--- config.mk ---
export PLATFORM = sky130hd
export DESIGN_NAME = midi_host_port
export DESIGN_NICKNAME = d
export VERILOG_FILES = /design/src/rtl/mhp_pkg.sv /design/src/rtl/mhp_strobe_sync.sv /design/src/rtl/mhp_serial_rx.sv /design/src/rtl/mhp_syn_stream.sv /design/src/rtl/mhp_host_regs.sv /design/src/rtl/midi_host_port.sv
export SDC_FILE = /design/constraint.sdc
export NUM_CORES = 1
export LEC_CHECK = 0
export BUFFER_PORTS_ARGS = -buffer_cell sky130_fd_sc_hd__buf_2
export CAP_MARGIN = 25
export CORE_ASPECT_RATIO = 1.75
export CORE_MARGIN = 2
export CORE_UTILIZATION = 55
export DETAILED_ROUTE_END_ITERATION = 16
export GPL_TIMING_DRIVEN = 1
export PLACE_DENSITY = 0.85
export SYNTH_ARGS = -nofsm -noshare
export SYNTH_HDL_FRONTEND = slang
export SYNTH_HIERARCHICAL = 1
export SYNTH_SLANG_ARGS = --single-unit
--- constraint.sdc ---
create_clock -name clk -period 4.35 [get_ports clk]
set_input_delay 0.6525 -clock clk [delete_from_list [all_inputs] [get_ports clk]]
set_output_delay 0.6525 -clock clk [all_outputs]
set_load 0.02 [all_outputs]
--- src/rtl/mhp_pkg.sv ---
package mhp_pkg;

  localparam int unsigned MIDI_W = 8;

  localparam logic [MIDI_W-1:0] CMD_RESET = 8'hFF;
  localparam logic [MIDI_W-1:0] CMD_UART  = 8'h3F;
  localparam logic [MIDI_W-1:0] ACK_BYTE  = 8'hFE;

  typedef enum logic [2:0] {
    RX_IDLE,
    RX_START,
    RX_DATA,
    RX_STOP,
    RX_WAIT
  } rx_state_e;

  // Clock cycles per oversampling tick, never below one.
  function automatic int unsigned baud_div(int unsigned clk_hz, int unsigned baud,
                                           int unsigned os);
    int unsigned d;
    d = clk_hz / (baud * os);
    return (d == 0) ? 1 : d;
  endfunction

  // Status byte: bit 7 = stream slot busy, bit 6 = no byte for host, rest 1.
  function automatic logic [MIDI_W-1:0] status_byte(logic slot_full, logic host_avail);
    return {slot_full, ~host_avail, 6'b111111};
  endfunction

endpackage

--- src/rtl/mhp_strobe_sync.sv ---
module mhp_strobe_sync #(
  parameter int unsigned STAGES = 2,
  parameter int unsigned W      = 9
) (
  input  logic         clk,
  input  logic         rst_n,
  input  logic         act_i,
  input  logic [W-1:0] pay_i,
  output logic         end_o,
  output logic [W-1:0] pay_o
);

  logic [STAGES:0] act_q;
  logic [W-1:0]    pay_q [STAGES];

  always_ff @(posedge clk) begin
    if (!rst_n) begin
      act_q <= '0;
      for (int i = 0; i < int'(STAGES); i++) pay_q[i] <= '0;
    end else begin
      act_q <= {act_q[STAGES-1:0], act_i};
      pay_q[0] <= pay_i;
      for (int i = 1; i < int'(STAGES); i++) pay_q[i] <= pay_q[i-1];
    end
  end

  // Strobe release: active last cycle, inactive now.
  assign end_o = act_q[STAGES] & ~act_q[STAGES-1];
  assign pay_o = pay_q[STAGES-1];

endmodule

--- src/rtl/mhp_serial_rx.sv ---
module mhp_serial_rx
  import mhp_pkg::*;
#(
  parameter int unsigned CLK_HZ = 125_000_000,
  parameter int unsigned BAUD   = 31_250,
  parameter int unsigned OS     = 16
) (
  input  logic              clk,
  input  logic              rst_n,
  input  logic              rxd_i,
  output logic              byte_valid_o,
  output logic [MIDI_W-1:0] byte_o
);

  localparam int unsigned DIV  = baud_div(CLK_HZ, BAUD, OS);
  localparam int unsigned DW   = (DIV > 1) ? $clog2(DIV) : 1;
  localparam int unsigned TW   = $clog2(OS);
  localparam int unsigned BW   = $clog2(MIDI_W);
  localparam int unsigned HALF = OS / 2 - 1;
  localparam int unsigned LAST = OS - 1;

  rx_state_e         state_q;
  logic              rxd_m, rxd_s;
  logic [DW-1:0]     pre_q;
  logic [TW-1:0]     tcnt_q;
  logic [BW-1:0]     bit_q;
  logic [MIDI_W-1:0] shift_q;
  logic              valid_q;

  logic tick, start_mid, bit_end, stop_end;
  assign tick      = (pre_q == DW'(DIV - 1));
  assign start_mid = tick && (state_q == RX_START) && (tcnt_q == TW'(HALF));
  assign bit_end   = tick && (state_q == RX_DATA)  && (tcnt_q == TW'(LAST));
  assign stop_end  = tick && (state_q == RX_STOP)  && (tcnt_q == TW'(LAST));

  always_ff @(posedge clk) begin
    if (!rst_n) begin
      rxd_m <= 1'b1;
      rxd_s <= 1'b1;
    end else begin
      rxd_m <= rxd_i;
      rxd_s <= rxd_m;
    end
  end

  always_ff @(posedge clk) begin
    if (!rst_n) begin
      state_q <= RX_IDLE;
      pre_q   <= '0;
      tcnt_q  <= '0;
      bit_q   <= '0;
      shift_q <= '0;
      valid_q <= 1'b0;
    end else begin
      valid_q <= 1'b0;
      unique case (state_q)
        RX_IDLE: begin
          pre_q  <= '0;
          tcnt_q <= '0;
          if (!rxd_s) state_q <= RX_START;
        end
        RX_WAIT: begin
          pre_q  <= '0;
          tcnt_q <= '0;
          if (rxd_s) state_q <= RX_IDLE;
        end
        default: begin
          if (tick) begin
            pre_q  <= '0;
            tcnt_q <= tcnt_q + 1'b1;
          end else begin
            pre_q <= pre_q + 1'b1;
          end
          if (start_mid) begin
            tcnt_q <= '0;
            bit_q  <= '0;
            state_q <= rxd_s ? RX_IDLE : RX_DATA;
          end
          if (bit_end) begin
            tcnt_q  <= '0;
            shift_q <= {rxd_s, shift_q[MIDI_W-1:1]};
            bit_q   <= bit_q + 1'b1;
            if (bit_q == BW'(MIDI_W - 1)) state_q <= RX_STOP;
          end
          if (stop_end) begin
            tcnt_q <= '0;
            if (rxd_s) begin
              state_q <= RX_IDLE;
              valid_q <= 1'b1;
            end else begin
              state_q <= RX_WAIT;
            end
          end
        end
      endcase
    end
  end

  assign byte_valid_o = valid_q;
  assign byte_o       = shift_q;

  // a byte is only delivered after a high stop-bit sample.
  a_r7_stop_high: assert property (@(posedge clk) disable iff (!rst_n)
    valid_q |-> $past(rxd_s));

  // a framing error never produces a byte on the following cycle.
  a_r7_wait_no_byte: assert property (@(posedge clk) disable iff (!rst_n)
    (stop_end && !rxd_s) |=> !valid_q);

endmodule

--- src/rtl/mhp_syn_stream.sv ---
module mhp_syn_stream
  import mhp_pkg::*;
(
  input  logic              clk,
  input  logic              rst_n,
  input  logic              host_push,
  input  logic [MIDI_W-1:0] host_byte,
  input  logic              rx_push,
  input  logic [MIDI_W-1:0] rx_byte,
  input  logic              ready_i,
  output logic              valid_o,
  output logic [MIDI_W-1:0] data_o,
  output logic              full_o
);

  logic              valid_q;
  logic [MIDI_W-1:0] data_q;

  always_ff @(posedge clk) begin
    if (!rst_n) begin
      valid_q <= 1'b0;
      data_q  <= '0;
    end else if (!valid_q) begin
      if (host_push) begin
        valid_q <= 1'b1;
        data_q  <= host_byte;
      end else if (rx_push) begin
        valid_q <= 1'b1;
        data_q  <= rx_byte;
      end
    end else if (ready_i) begin
      valid_q <= 1'b0;
    end
  end

  assign valid_o = valid_q;
  assign data_o  = data_q;
  assign full_o  = valid_q;

  // an offered byte is held unchanged until accepted.
  a_r11_hold_stable: assert property (@(posedge clk) disable iff (!rst_n)
    (valid_q && !ready_i) |=> (valid_q && $stable(data_q)));

  // host byte wins a same-cycle race into an empty slot.
  a_r11_host_first: assert property (@(posedge clk) disable iff (!rst_n)
    (!valid_q && host_push && rx_push) |=> (data_q == $past(host_byte)));

endmodule

--- src/rtl/mhp_host_regs.sv ---
module mhp_host_regs
  import mhp_pkg::*;
(
  input  logic              clk,
  input  logic              rst_n,
  input  logic              wr_end,
  input  logic              wr_sel,
  input  logic [MIDI_W-1:0] wr_byte,
  input  logic              rd_end,
  input  logic              rd_sel,
  input  logic              rx_valid,
  input  logic [MIDI_W-1:0] rx_byte,
  input  logic              slot_full,
  output logic [MIDI_W-1:0] data_o,
  output logic [MIDI_W-1:0] status_o,
  output logic              avail_o,
  output logic              overrun_o,
  output logic              host_push,
  output logic              rx_to_syn
);

  logic              uart_q, avail_q, ovr_q;
  logic [MIDI_W-1:0] data_q;

  logic cmd_evt, cmd_reset, cmd_uart, ack_load, data_rd, rx_to_host;
  assign cmd_evt    = wr_end & wr_sel;
  assign cmd_reset  = cmd_evt & (wr_byte == CMD_RESET);
  assign cmd_uart   = cmd_evt & (wr_byte == CMD_UART) & ~uart_q;
  assign ack_load   = cmd_reset | cmd_uart;
  assign data_rd    = rd_end & ~rd_sel;
  assign rx_to_host = rx_valid & uart_q;
  assign rx_to_syn  = rx_valid & ~uart_q;
  assign host_push  = wr_end & ~wr_sel;

  always_ff @(posedge clk) begin
    if (!rst_n) begin
      uart_q  <= 1'b0;
      avail_q <= 1'b0;
      ovr_q   <= 1'b0;
      data_q  <= '0;
    end else begin
      if (data_rd) avail_q <= 1'b0;
      if (rx_to_host) begin
        data_q  <= rx_byte;
        avail_q <= 1'b1;
        if (avail_q && !data_rd) ovr_q <= 1'b1;
      end
      if (cmd_reset) begin
        uart_q  <= 1'b0;
        ovr_q   <= 1'b0;
        data_q  <= ACK_BYTE;
        avail_q <= 1'b1;
      end
      if (cmd_uart) begin
        uart_q  <= 1'b1;
        data_q  <= ACK_BYTE;
        avail_q <= 1'b1;
      end
    end
  end

  assign data_o    = data_q;
  assign status_o  = status_byte(slot_full, avail_q);
  assign avail_o   = avail_q;
  assign overrun_o = ovr_q;

  // a data read with nothing new arriving leaves the flag clear.
  a_r6_read_clears: assert property (@(posedge clk) disable iff (!rst_n)
    (data_rd && !rx_to_host && !ack_load) |=> !avail_q);

  // UART mode is left only by the reset command.
  a_r5_uart_held: assert property (@(posedge clk) disable iff (!rst_n)
    (uart_q && !cmd_reset) |=> uart_q);

  // overrun is sticky until the reset command.
  a_r10_overrun_sticky: assert property (@(posedge clk) disable iff (!rst_n)
    (ovr_q && !cmd_reset) |=> ovr_q);

  // an unread byte overwritten in UART mode raises overrun.
  a_r10_overrun_set: assert property (@(posedge clk) disable iff (!rst_n)
    (rx_to_host && avail_q && !data_rd && !cmd_reset) |=> ovr_q);

  // the data register changes only by UART reception or acknowledge.
  a_r8_data_stable: assert property (@(posedge clk) disable iff (!rst_n)
    (!rx_to_host && !ack_load) |=> $stable(data_q));

endmodule

--- src/rtl/midi_host_port.sv ---
module midi_host_port
  import mhp_pkg::*;
#(
  parameter int unsigned CLK_HZ      = 125_000_000,
  parameter int unsigned BAUD        = 31_250,
  parameter int unsigned OVERSAMPLE  = 16,
  parameter int unsigned SYNC_STAGES = 2
) (
  input  logic       clk,
  input  logic       rst_n,
  input  logic       bus_sel_n,
  input  logic       bus_rd_n,
  input  logic       bus_wr_n,
  input  logic       bus_reg_sel,
  input  logic [7:0] bus_wdata,
  output logic [7:0] bus_rdata,
  output logic       bus_rdata_oe,
  output logic       host_int,
  input  logic       midi_rxd,
  output logic       syn_valid,
  output logic [7:0] syn_data,
  input  logic       syn_ready,
  output logic       rx_overrun
);

  localparam int unsigned WPAY = MIDI_W + 1;

  logic              wr_end, rd_end;
  logic [WPAY-1:0]   wr_pay;
  logic [0:0]        rd_pay;
  logic              rx_valid;
  logic [MIDI_W-1:0] rx_byte;
  logic              slot_full, host_push, rx_to_syn, avail;
  logic [MIDI_W-1:0] data_reg, status_reg;

  mhp_strobe_sync #(.STAGES(SYNC_STAGES), .W(WPAY)) u_wr_sync (
    .clk   (clk),
    .rst_n (rst_n),
    .act_i (~bus_sel_n & ~bus_wr_n),
    .pay_i ({bus_reg_sel, bus_wdata}),
    .end_o (wr_end),
    .pay_o (wr_pay)
  );

  mhp_strobe_sync #(.STAGES(SYNC_STAGES), .W(1)) u_rd_sync (
    .clk   (clk),
    .rst_n (rst_n),
    .act_i (~bus_sel_n & ~bus_rd_n),
    .pay_i (bus_reg_sel),
    .end_o (rd_end),
    .pay_o (rd_pay)
  );

  mhp_serial_rx #(.CLK_HZ(CLK_HZ), .BAUD(BAUD), .OS(OVERSAMPLE)) u_rx (
    .clk          (clk),
    .rst_n        (rst_n),
    .rxd_i        (midi_rxd),
    .byte_valid_o (rx_valid),
    .byte_o       (rx_byte)
  );

  mhp_host_regs u_regs (
    .clk       (clk),
    .rst_n     (rst_n),
    .wr_end    (wr_end),
    .wr_sel    (wr_pay[MIDI_W]),
    .wr_byte   (wr_pay[MIDI_W-1:0]),
    .rd_end    (rd_end),
    .rd_sel    (rd_pay[0]),
    .rx_valid  (rx_valid),
    .rx_byte   (rx_byte),
    .slot_full (slot_full),
    .data_o    (data_reg),
    .status_o  (status_reg),
    .avail_o   (avail),
    .overrun_o (rx_overrun),
    .host_push (host_push),
    .rx_to_syn (rx_to_syn)
  );

  mhp_syn_stream u_stream (
    .clk       (clk),
    .rst_n     (rst_n),
    .host_push (host_push),
    .host_byte (wr_pay[MIDI_W-1:0]),
    .rx_push   (rx_to_syn),
    .rx_byte   (rx_byte),
    .ready_i   (syn_ready),
    .valid_o   (syn_valid),
    .data_o    (syn_data),
    .full_o    (slot_full)
  );

  assign bus_rdata    = bus_reg_sel ? status_reg : data_reg;
  assign bus_rdata_oe = ~bus_sel_n & ~bus_rd_n;
  assign host_int     = avail;

  // the interrupt rises only with a received byte or a command acknowledge.
  a_r9_int_source: assert property (@(posedge clk) disable iff (!rst_n)
    $rose(host_int) |-> $past(rx_valid || (wr_end && wr_pay[MIDI_W])));

endmodule

==> After elaboration in Yosys (flattened, before gate mapping) <==
Memory sizes are Yosys's and may differ from the RTL's.
Index checks and enable logic that the tools add are counted.
{ "totals": {"ff_bits": 55, "ramBits": 20, "inputBits": 16, "out_inout_bits": 20, "wordCells": 122, "mem_count": 2} }
{ "memory_table": {"columns": ["name", "words", "width", "rd", "rd_ports_with_merged_regs", "wr", "line", "source"], "rows": [
  ["u_wr_sync.pay_q", 2, 9, 2, 0, 2, "mhp_strobe_sync.sv:14", "logic [W-1:0] pay_q [STAGES];"],
  ["u_rd_sync.pay_q", 2, 1, 2, 0, 2, "mhp_strobe_sync.sv:14", null]
]} }
{ "classes": {"add_sub_neg": 3, "n_eq_ne": 12, "n_mux": 34, "n_bitwise": 29, "n_reduce_logical": 25} }
{ "op_table": {"columns": ["operator", "n"], "rows": [
  ["$mux W8", 6],
  ["$mux W3", 9],
  ["$mux W9", 2],
  ["$eq A8 B8 Y1 const B", 2],
  ["$mux W1", 15],
  ["$not A1 Y1", 13],
  ["$and A1 B1 Y1", 12],
  ["$reduce_and A2 Y1", 5],
  ["$add A8 B1 Y8 const B", 1],
  ["$eq A8 B6 Y1 const B", 1],
  ["$reduce_or A4 Y1", 2],
  ["$logic_and A1 B1 Y1", 7],
  ["$eq A3 B2 Y1 const B", 2],
  ["$eq A3 B3 Y1 const B", 2],
  ["$pmux W3 S2", 1],
  ["$reduce_bool A2 Y1", 3],
  ["$reduce_or A6 Y1", 1],
  ["$add A4 B1 Y4 const B", 1],
  ["$eq A4 B3 Y1 const B", 1],
  ["$eq A4 B4 Y1 const B", 1],
  ["$or A1 B1 Y1", 4],
  ["$reduce_bool A4 Y1", 1],
  ["$reduce_or A2 Y1", 2],
  ["$add A3 B1 Y3 const B", 1],
  ["other kinds (8)", 8]
]} }

==> Longest topological paths before layout <==
Gate-level depths: netlist of run 1.
{ "depth": {"ltp_word": 8, "depth_mapped": 8} }

==> Hierarchy <==
Netlist of run 1, hierarchy kept.
{ "modules_own_cells": {"columns": ["module", "instances", "cells_per_inst", "area_each_um2", "seq_area_each_um2"], "rows": [
  ["mhp_serial_rx", 1, 141, 1318.8, 580.6],
  ["mhp_strobe_sync (u_wr_sync)", 1, 54, 663.1, 420.4],
  ["mhp_host_regs", 1, 56, 529.3, 220.2],
  ["mhp_syn_stream", 1, 42, 462.9, 180.2],
  ["midi_host_port", 1, 11, 138.9, 0.0],
  ["mhp_strobe_sync (u_rd_sync)", 1, 11, 137.6, 100.1]
]} }

==> Worst setup path after synthesis of run 1 <==
No wires, ideal clock.
{ "synth_path": {"path_type": "input port to output port", "startpoint": "input port bus_reg_sel", "endpoint": "output port bus_rdata[6]", "arrival_ns": 1.116, "required_time_ns": 3.697, "setup_slack_ns": 2.582, "stages": 2, "path_cell_list": "buf_6 -> mux2_4"} }
{ "synth_via": {"elab_chain_cells": 1} }
{ "synth_rtl": {"columns": ["element", "line", "source"], "rows": [
  ["start: declaration", "midi_host_port.sv:14", "input logic bus_reg_sel,"],
  ["$mux W8", "midi_host_port.sv:94", "assign bus_rdata = bus_reg_sel ? status_reg : data_reg;"],
  ["end: declaration", "midi_host_port.sv:16", "output logic [7:0] bus_rdata,"]
]} }
Every way passes these cells.

==> Worst setup path after layout of run 1 <==
{ "layout_path": {"startpoint": "register u_wr_sync.act_q[2]", "endpoint": "register u_stream.data_q[7], in the netlist u_stream/data_o[7]"} }
{ "layout_via": {"elab_chain_cells": 4, "word_cells_on_any_way": 5} }
{ "layout_rtl": {"columns": ["element", "line", "source"], "rows": [
  ["start: declaration", "mhp_strobe_sync.sv:13", "logic [STAGES:0] act_q;"],
  ["start signal: assignment", "mhp_strobe_sync.sv:21", "act_q <= {act_q[STAGES-1:0], act_i};"],
  ["$and A1 B1 Y1 *", "mhp_strobe_sync.sv:28", "assign end_o = act_q[STAGES] & ~act_q[STAGES-1];"],
  ["net wr_end", "midi_host_port.sv:28", "logic wr_end, rd_end;"],
  ["$and A1 B1 Y1 *", "mhp_host_regs.sv:33", "assign host_push = wr_end & ~wr_sel;"],
  ["net host_push", "midi_host_port.sv:33", "logic slot_full, host_push, rx_to_syn, avail;"],
  ["$reduce_bool A2 Y1 (no line)", null, null],
  ["$reduce_and A2 Y1 (no line)", null, null],
  ["end signal: assignment", "mhp_syn_stream.sv:26", "data_q <= host_byte;"],
  ["end signal: assignment", "mhp_syn_stream.sv:29", "data_q <= rx_byte;"],
  ["end: declaration", "mhp_syn_stream.sv:17", "logic [MIDI_W-1:0] data_q;"]
]} }
Mark *: on every way through the listed nets, which the timed path passes. The rest lies on a longest branch.
A chain may end at the register's enable or synchronous reset.

==> results of run 1 <==
## power groups by stage
stage          Clock [mW]  Combinational (mW)  Sequential [mW]
6_report            0.486              0.0505            0.704
5_1_grt             0.527              0.0559            0.706
3_3_place_gp            0              0.0500            0.720
3_5_place_dp            0              0.0511            0.720
4_1_cts             0.498              0.0512            0.704
2_1_floorplan           0              0.0484            0.717
## registers in the layout (all words and copies together) (netlist names), 4 cells and up
| signal | cells |
|---|---|
| u_stream/data_o | 8 |
| u_regs/data_o | 8 |
| u_rx/pre_q | 8 |
| u_rx/byte_o | 8 |
| u_rx/tcnt_q | 4 |
| u_wr_sync/pay_q | 18 |
## how the worst max path moves through the flow
stage                               to  slack, ns  cells past startpoint
finish              u_stream/data_o[7]       2.09                      5
global route        u_stream/data_o[7]       1.91                      5
CTS                 u_stream/data_o[0]       2.07                      5
detailed placement  u_stream/data_o[0]       2.07                      5
global placement    u_stream/data_o[1]       2.15                      5
floorplan                 bus_rdata[6]       2.58                      2
## logic make-up after synthesis
| group | count (synthesis) | synth area share (%) |
|---|---|---|
| buffers and inverters | 34 | 7.89 |
| and+or+nand+nor | 113 | 19.7 |
| adders and majority gates | 5 | 1.92 |
| muxes | 25 | 8.97 |
| AOI/OAI and AO/OA | 52 | 12.5 |
| xor gates and xnor gates | 10 | 2.69 |
| DFF | 75 | 46.2 |
| other | 1 | 0.115 |
## cell usage in the layout, fill, tap and decap left out, types with 9 or more instances in the layout
cell	synthesis	final
and2_2	12	12
a21oi_1	9	9
dfxtp_1	75	75
mux2i_1	16	16
nand3_1	10	10
nor2_1	16	16
nand2_1	22	22
buf_2	2	35
clkbuf_8	0	9
and2_1	15	15
## cells in the mapped netlist, drive strengths merged (7+ instances only)
cell type,n,share of area (%)
nand2,23,2.7
mux2i,16,4.9
nand3,10,1.5
a21boi,9,3.0
buf,27,7.0
a21oi,9,1.4
and2,27,5.7
nor2b,8,1.5
dfxtp,75,46
mux2,9,4.0
o211ai,8,1.8
nor2,17,2.2
o21ai,12,2.8
and3,7,1.5
## metal layers
metal / part of all wire [%] / GRT usage (%)
met4: 4.7 / 11.7
met1: 37 / 15.6
met3: 4.2 / 5.02
met2: 54 / 33.9
met5: 0 / 0
## through the flow
step	total power [mW]	cells	hold WS (ns)	cell area, sq um	utilization [%]
after global placement	0.770	402	0.401	3300	57.0
after CTS	1.25	418	0.427	3480	60.2
after global routing	1.29	418	0.437	3480	60.2
after floorplan	0.766	320	0.386	3270	-
final	1.24	418	0.424	3480	60.2
after detailed placement	0.771	402	0.414	3300	57.0
## critical path, stage by stage, from the launching register on
cell	delay (ns)
dfxtp_1	0.31
nor2b_1	0.14
nor2b_1	0.82
nor2_4	0.15
or3b_1	0.59
o21ai_2	0.19
## final cells by class
type / instances / share of cell area [%]
repair buffers: 35 / 5.03
clock inverters: 7 / 1.73
inverters: 3 / 0.324
clock buffers: 9 / 3.56
well taps: 78 / 2.80
multi-input cells: 211 / 43.4
flip-flops and latches: 75 / 43.1
==> impl_metrics.env, run 1 <==
export IMPL_n_antenna_cell=0
export IMPL_synth_edf_count=0
export IMPL_holdPathStages=1
export IMPL_vias_per_cell=5.30
export IMPL_design_die_area_sq_um=6570
export IMPL_min_period_ns=2.26
export IMPL_max_slew_margin_pct=32.2
export IMPL_pre_cts_slack_ns=2.07
export IMPL_path_class="reg -> reg"
export IMPL_min_from="u_wr_sync/pay_q[0][3]"
export IMPL_r2r_slack_ns=2.09
export IMPL_cts_clk_slew_worst_paths_ns=0.08
export IMPL_clkLatencyLatePin_ns=0.34
export IMPL_nets=356
export IMPL_areaGrowthSynthToFinish_pct=7.08
export IMPL_grt_pass1_wl_mm=9.14
export IMPL_drive_above_1_share_pct=27.4
export IMPL_synth_async_reset_ratio_pct=0
export IMPL_overflow=0
export IMPL_cp_arrival_ns=2.54
export IMPL_track_usage_pct=17.7
export IMPL_postRouteAntennaNets=0
export IMPL_reg2reg_from="u_wr_sync/act_q[2]"
export IMPL_routed_wl_mm=5.35
export IMPL_slew_viol_final=0
export IMPL_cap_violations=0
export IMPL_p_leak_nw=1.41
export IMPL_timing_hold_violations_final=0
export IMPL_multiInputGateArea_sq_um=1510
export IMPL_endpoint_kind="flip-flop"
export IMPL_coreArea_sq_um=5790
export IMPL_numCtsBuffers=9
export IMPL_worst_pin_slew_ns=1.02
export IMPL_start_util_pct=56.2
export IMPL_fin_crit_sh_pct=52.1
export IMPL_cp_start_kind="flip-flop"
export IMPL_cts_hold_repair_buffers=0
export IMPL_combPwrFrac_pct=4.1
export IMPL_drtIter0Drc=50
export IMPL_synth_cell_type_count=56
export IMPL_ios=36
export IMPL_vias=2217
export IMPL_cts_sinks=75
export IMPL_p_sw_uw=300
export IMPL_synth_ff_type="dfxtp_1"
export IMPL_antenna_found_initial=0
export IMPL_fmax_mhz=442
export IMPL_power_share_sequential_pct=56.8
export IMPL_p_per_area_nw_per_um2=356
export IMPL_gp_congestion=0.806
export IMPL_die_y_um=106
export IMPL_cts_tree="yes"
export IMPL_grt_pass1_vias=2158
export IMPL_num_rows=37
export IMPL_hold_path_class="reg -> reg"
export IMPL_peakVddDrop_v=0.000313
export IMPL_io_buffers=35
export IMPL_synth_cell_area_sq_um=3250
export IMPL_clockRootBuffer="clkbuf_8"
export IMPL_internal_power_uw=940
export IMPL_synth_seq_cells=75
export IMPL_seq_area_sq_um=1500
export IMPL_crit_required_ns=4.63
export IMPL_cts_setup_buffers=0
export IMPL_drc=0
export IMPL_grt_max_degree=58
export IMPL_cp_max_fo=10
export IMPL_ctsLongestPathBuffers=2
export IMPL_cts_htree_levels=3
export IMPL_dp_hpwl_mm=3.96
export IMPL_rr_endpoint="u_stream/data_o[7]"
export IMPL_fin_setup_tns_ns=0
export IMPL_drtPass1Iterations=4
export IMPL_status="completed"
export IMPL_worstSetupStartpoint="u_wr_sync/act_q[2]"
export IMPL_cts_resized_gates=0
export IMPL_rsz0062_at_grt="false"
export IMPL_setup_slack_ns=2.09
export IMPL_syn_inst=315
export IMPL_yosysSeqAreaShare_pct=46.2
export IMPL_dieWidth_um=62.1
export IMPL_swShare_pct=24.2
export IMPL_nFillCells=514
export IMPL_clock_power_share_pct=39.2
export IMPL_yosysWarnings=6
export IMPL_setup_viol=0
export IMPL_syn_area_per_cell_sq_um=10.3
export IMPL_drt_wirelength_per_cell_um=12.8
export IMPL_fin_worst_skew_ns=0.00836
export IMPL_holdPathEnd="u_wr_sync/pay_q[0][12]"
export IMPL_reg2reg_depth=5
No activity file was read; power rests on OpenSTA's default activity.
==> run 2: changes to the inputs <==
- clock period: 4.35 -> 2.2 ns (I/O delays scaled with it)
==> impl_metrics.env, run 2 (synthesis gave the netlist of run 1 again) <==
export IMPL_grt_pass1_wl_mm=9.48
export IMPL_clock_power_share_pct=37.4
export IMPL_ios=36
export IMPL_fin_setup_tns_ns=0
export IMPL_n_antenna_cell=0
export IMPL_routed_wl_mm=5.64
export IMPL_clockRootBuffer="clkbuf_8"
export IMPL_largest_register_ffs=18
export IMPL_crit_required_ns=2.43
export IMPL_p_sw_uw=553
export IMPL_worstSetupStartpoint="u_rx/pre_q[0]"
export IMPL_antenna_found_initial=0
export IMPL_cts_resized_gates=0
export IMPL_cts_hold_repair_buffers=0
export IMPL_min_period_ns=1.70
export IMPL_internal_power_mw=1.84
export IMPL_combPwrFrac_pct=4.3
export IMPL_cts_htree_levels=3
export IMPL_p_per_area_nw_per_um2=687
export IMPL_drive_above_1_share_pct=27.8
export IMPL_coreArea_sq_um=5790
export IMPL_endpoint_kind="flip-flop"
export IMPL_layout_common_cells="dfxtp_1, buf_2, nand2_1, nor2_1, mux2i_1"
export IMPL_fin_worst_skew_ns=0.00651
export IMPL_reg2reg_from="u_rx/pre_q[0]"
export IMPL_nets=358
export IMPL_cp_arrival_ns=1.93
export IMPL_io_buffers=35
export IMPL_postRouteAntennaNets=0
export IMPL_cp_max_fo=8
export IMPL_gp_congestion=0.814
export IMPL_fin_crit_sh_pct=77.2
export IMPL_power_share_sequential_pct=58.3
export IMPL_drt_wirelength_per_cell_um=13.4
export IMPL_dieWidth_um=62.1
export IMPL_regMostFlops="u_wr_sync/pay_q"
export IMPL_final_common_cell="dfxtp_1"
export IMPL_drtIter0Drc=63
export IMPL_fmax_mhz=588
export IMPL_peakVddDrop_v=0.000625
export IMPL_areaGrowthSynthToFinish_pct=7.04
export IMPL_vias=2246
export IMPL_cts_tree="yes"
export IMPL_fin_cells=420
export IMPL_worst_pin_slew_ns=0.554
export IMPL_cap_violations=0
export IMPL_cts_sinks=75
export IMPL_drc=0
export IMPL_design_die_area_sq_um=6570
export IMPL_setup_viol=0
export IMPL_path_class="reg -> reg"
export IMPL_dp_hpwl_mm=4.07
export IMPL_min_from="midi_rxd"
export IMPL_status="completed"
export IMPL_p_leak_nw=1.42
export IMPL_max_slew_margin_pct=62.8
export IMPL_start_util_pct=56.2
export IMPL_overflow=0
export IMPL_cp_start_kind="flip-flop"
export IMPL_swShare_pct=23.1
export IMPL_worst_hold_slack_ns=0.165
export IMPL_rsz0062_at_grt="false"
export IMPL_placed_cells=404
export IMPL_final_area_sq_um=3480
export IMPL_vias_per_cell=5.35
export IMPL_hold_path_class="in -> reg"
export IMPL_cts_clk_slew_worst_paths_ns=0.07
export IMPL_cts_setup_buffers=0
export IMPL_drtPass1Iterations=4
export IMPL_slew_viol_final=0
export IMPL_grt_max_degree=43
export IMPL_timing_hold_violations_final=0
export IMPL_num_rows=37
export IMPL_ctsLongestPathBuffers=2
export IMPL_numCtsBuffers=9
export IMPL_track_usage_pct=18.6
export IMPL_clkLatencyLatePin_ns=0.34
export IMPL_die_y_um=106
export IMPL_dpl_cell_area_sq_um=3310
export IMPL_grt_pass1_vias=2134
[run 2: cell types whose count changed in the layout (fill, tap and decap cells not counted), sizes merged]
| cell | change |
|---|---|
| clkinvlp | -1 |
| inv | -3 |
| buf | +2 |
| clkinv | +4 |
[run 2: final timing paths]
check | cells past startpoint | endpoint | slack [ns]
max | 5 | u_rx/byte_o[0] | 0.50
min | 2 | u_rx/rxd_m | 0.16
max reg2reg | 5 | u_rx/byte_o[0] | 0.50
min reg2reg | 1 | u_wr_sync/pay_q[0][10] | 0.43
[run 2: metrics by stage]
stage	total power, mW	setup WS (ns)	util, %
global placement	1.52	0.612	57.2
floorplan	1.51	0.701	-
global route	2.48	0.334	60.1
detailed placement	1.53	0.525	57.2
finish	2.39	0.501	60.1
CTS	2.42	0.505	60.1
[run 2: per-layer routing]
layer / part of all wire (%) / track usage, %
met5: 0 / 0
met4: 4.9 / 12.4
met3: 5.2 / 4.59
met2: 54 / 35.9
met1: 36 / 16.6
[run 2: area by class of cell]
type | instances | area (sq um)
clock buffers | 9 | 124
clock inverters | 7 | 43.8
fillers | 511 | 2310
inverters | 3 | 11.3
multi-input cells | 211 | 1510
flip-flops and latches | 75 | 1500
well taps | 78 | 97.6
repair buffers | 37 | 190
[run 2: power by group through the flow]
stage | registers, mW | logic (mW) | clock network (mW)
after floorplan | 1.42 | 0.0956 | 0
after global placement | 1.42 | 0.101 | 0
after detailed placement | 1.42 | 0.103 | 0
after CTS | 1.39 | 0.104 | 0.923
after global routing | 1.40 | 0.113 | 0.968
final | 1.39 | 0.103 | 0.893
[run 2: worst max-delay path, cell delays in order, from the launching register on]
cell and delay (ns):
dfxtp_1 0.42, ha_1 0.20, and4b_1 0.34, nand4_1 0.35, nand2_1 0.22, a21boi_2 0.07
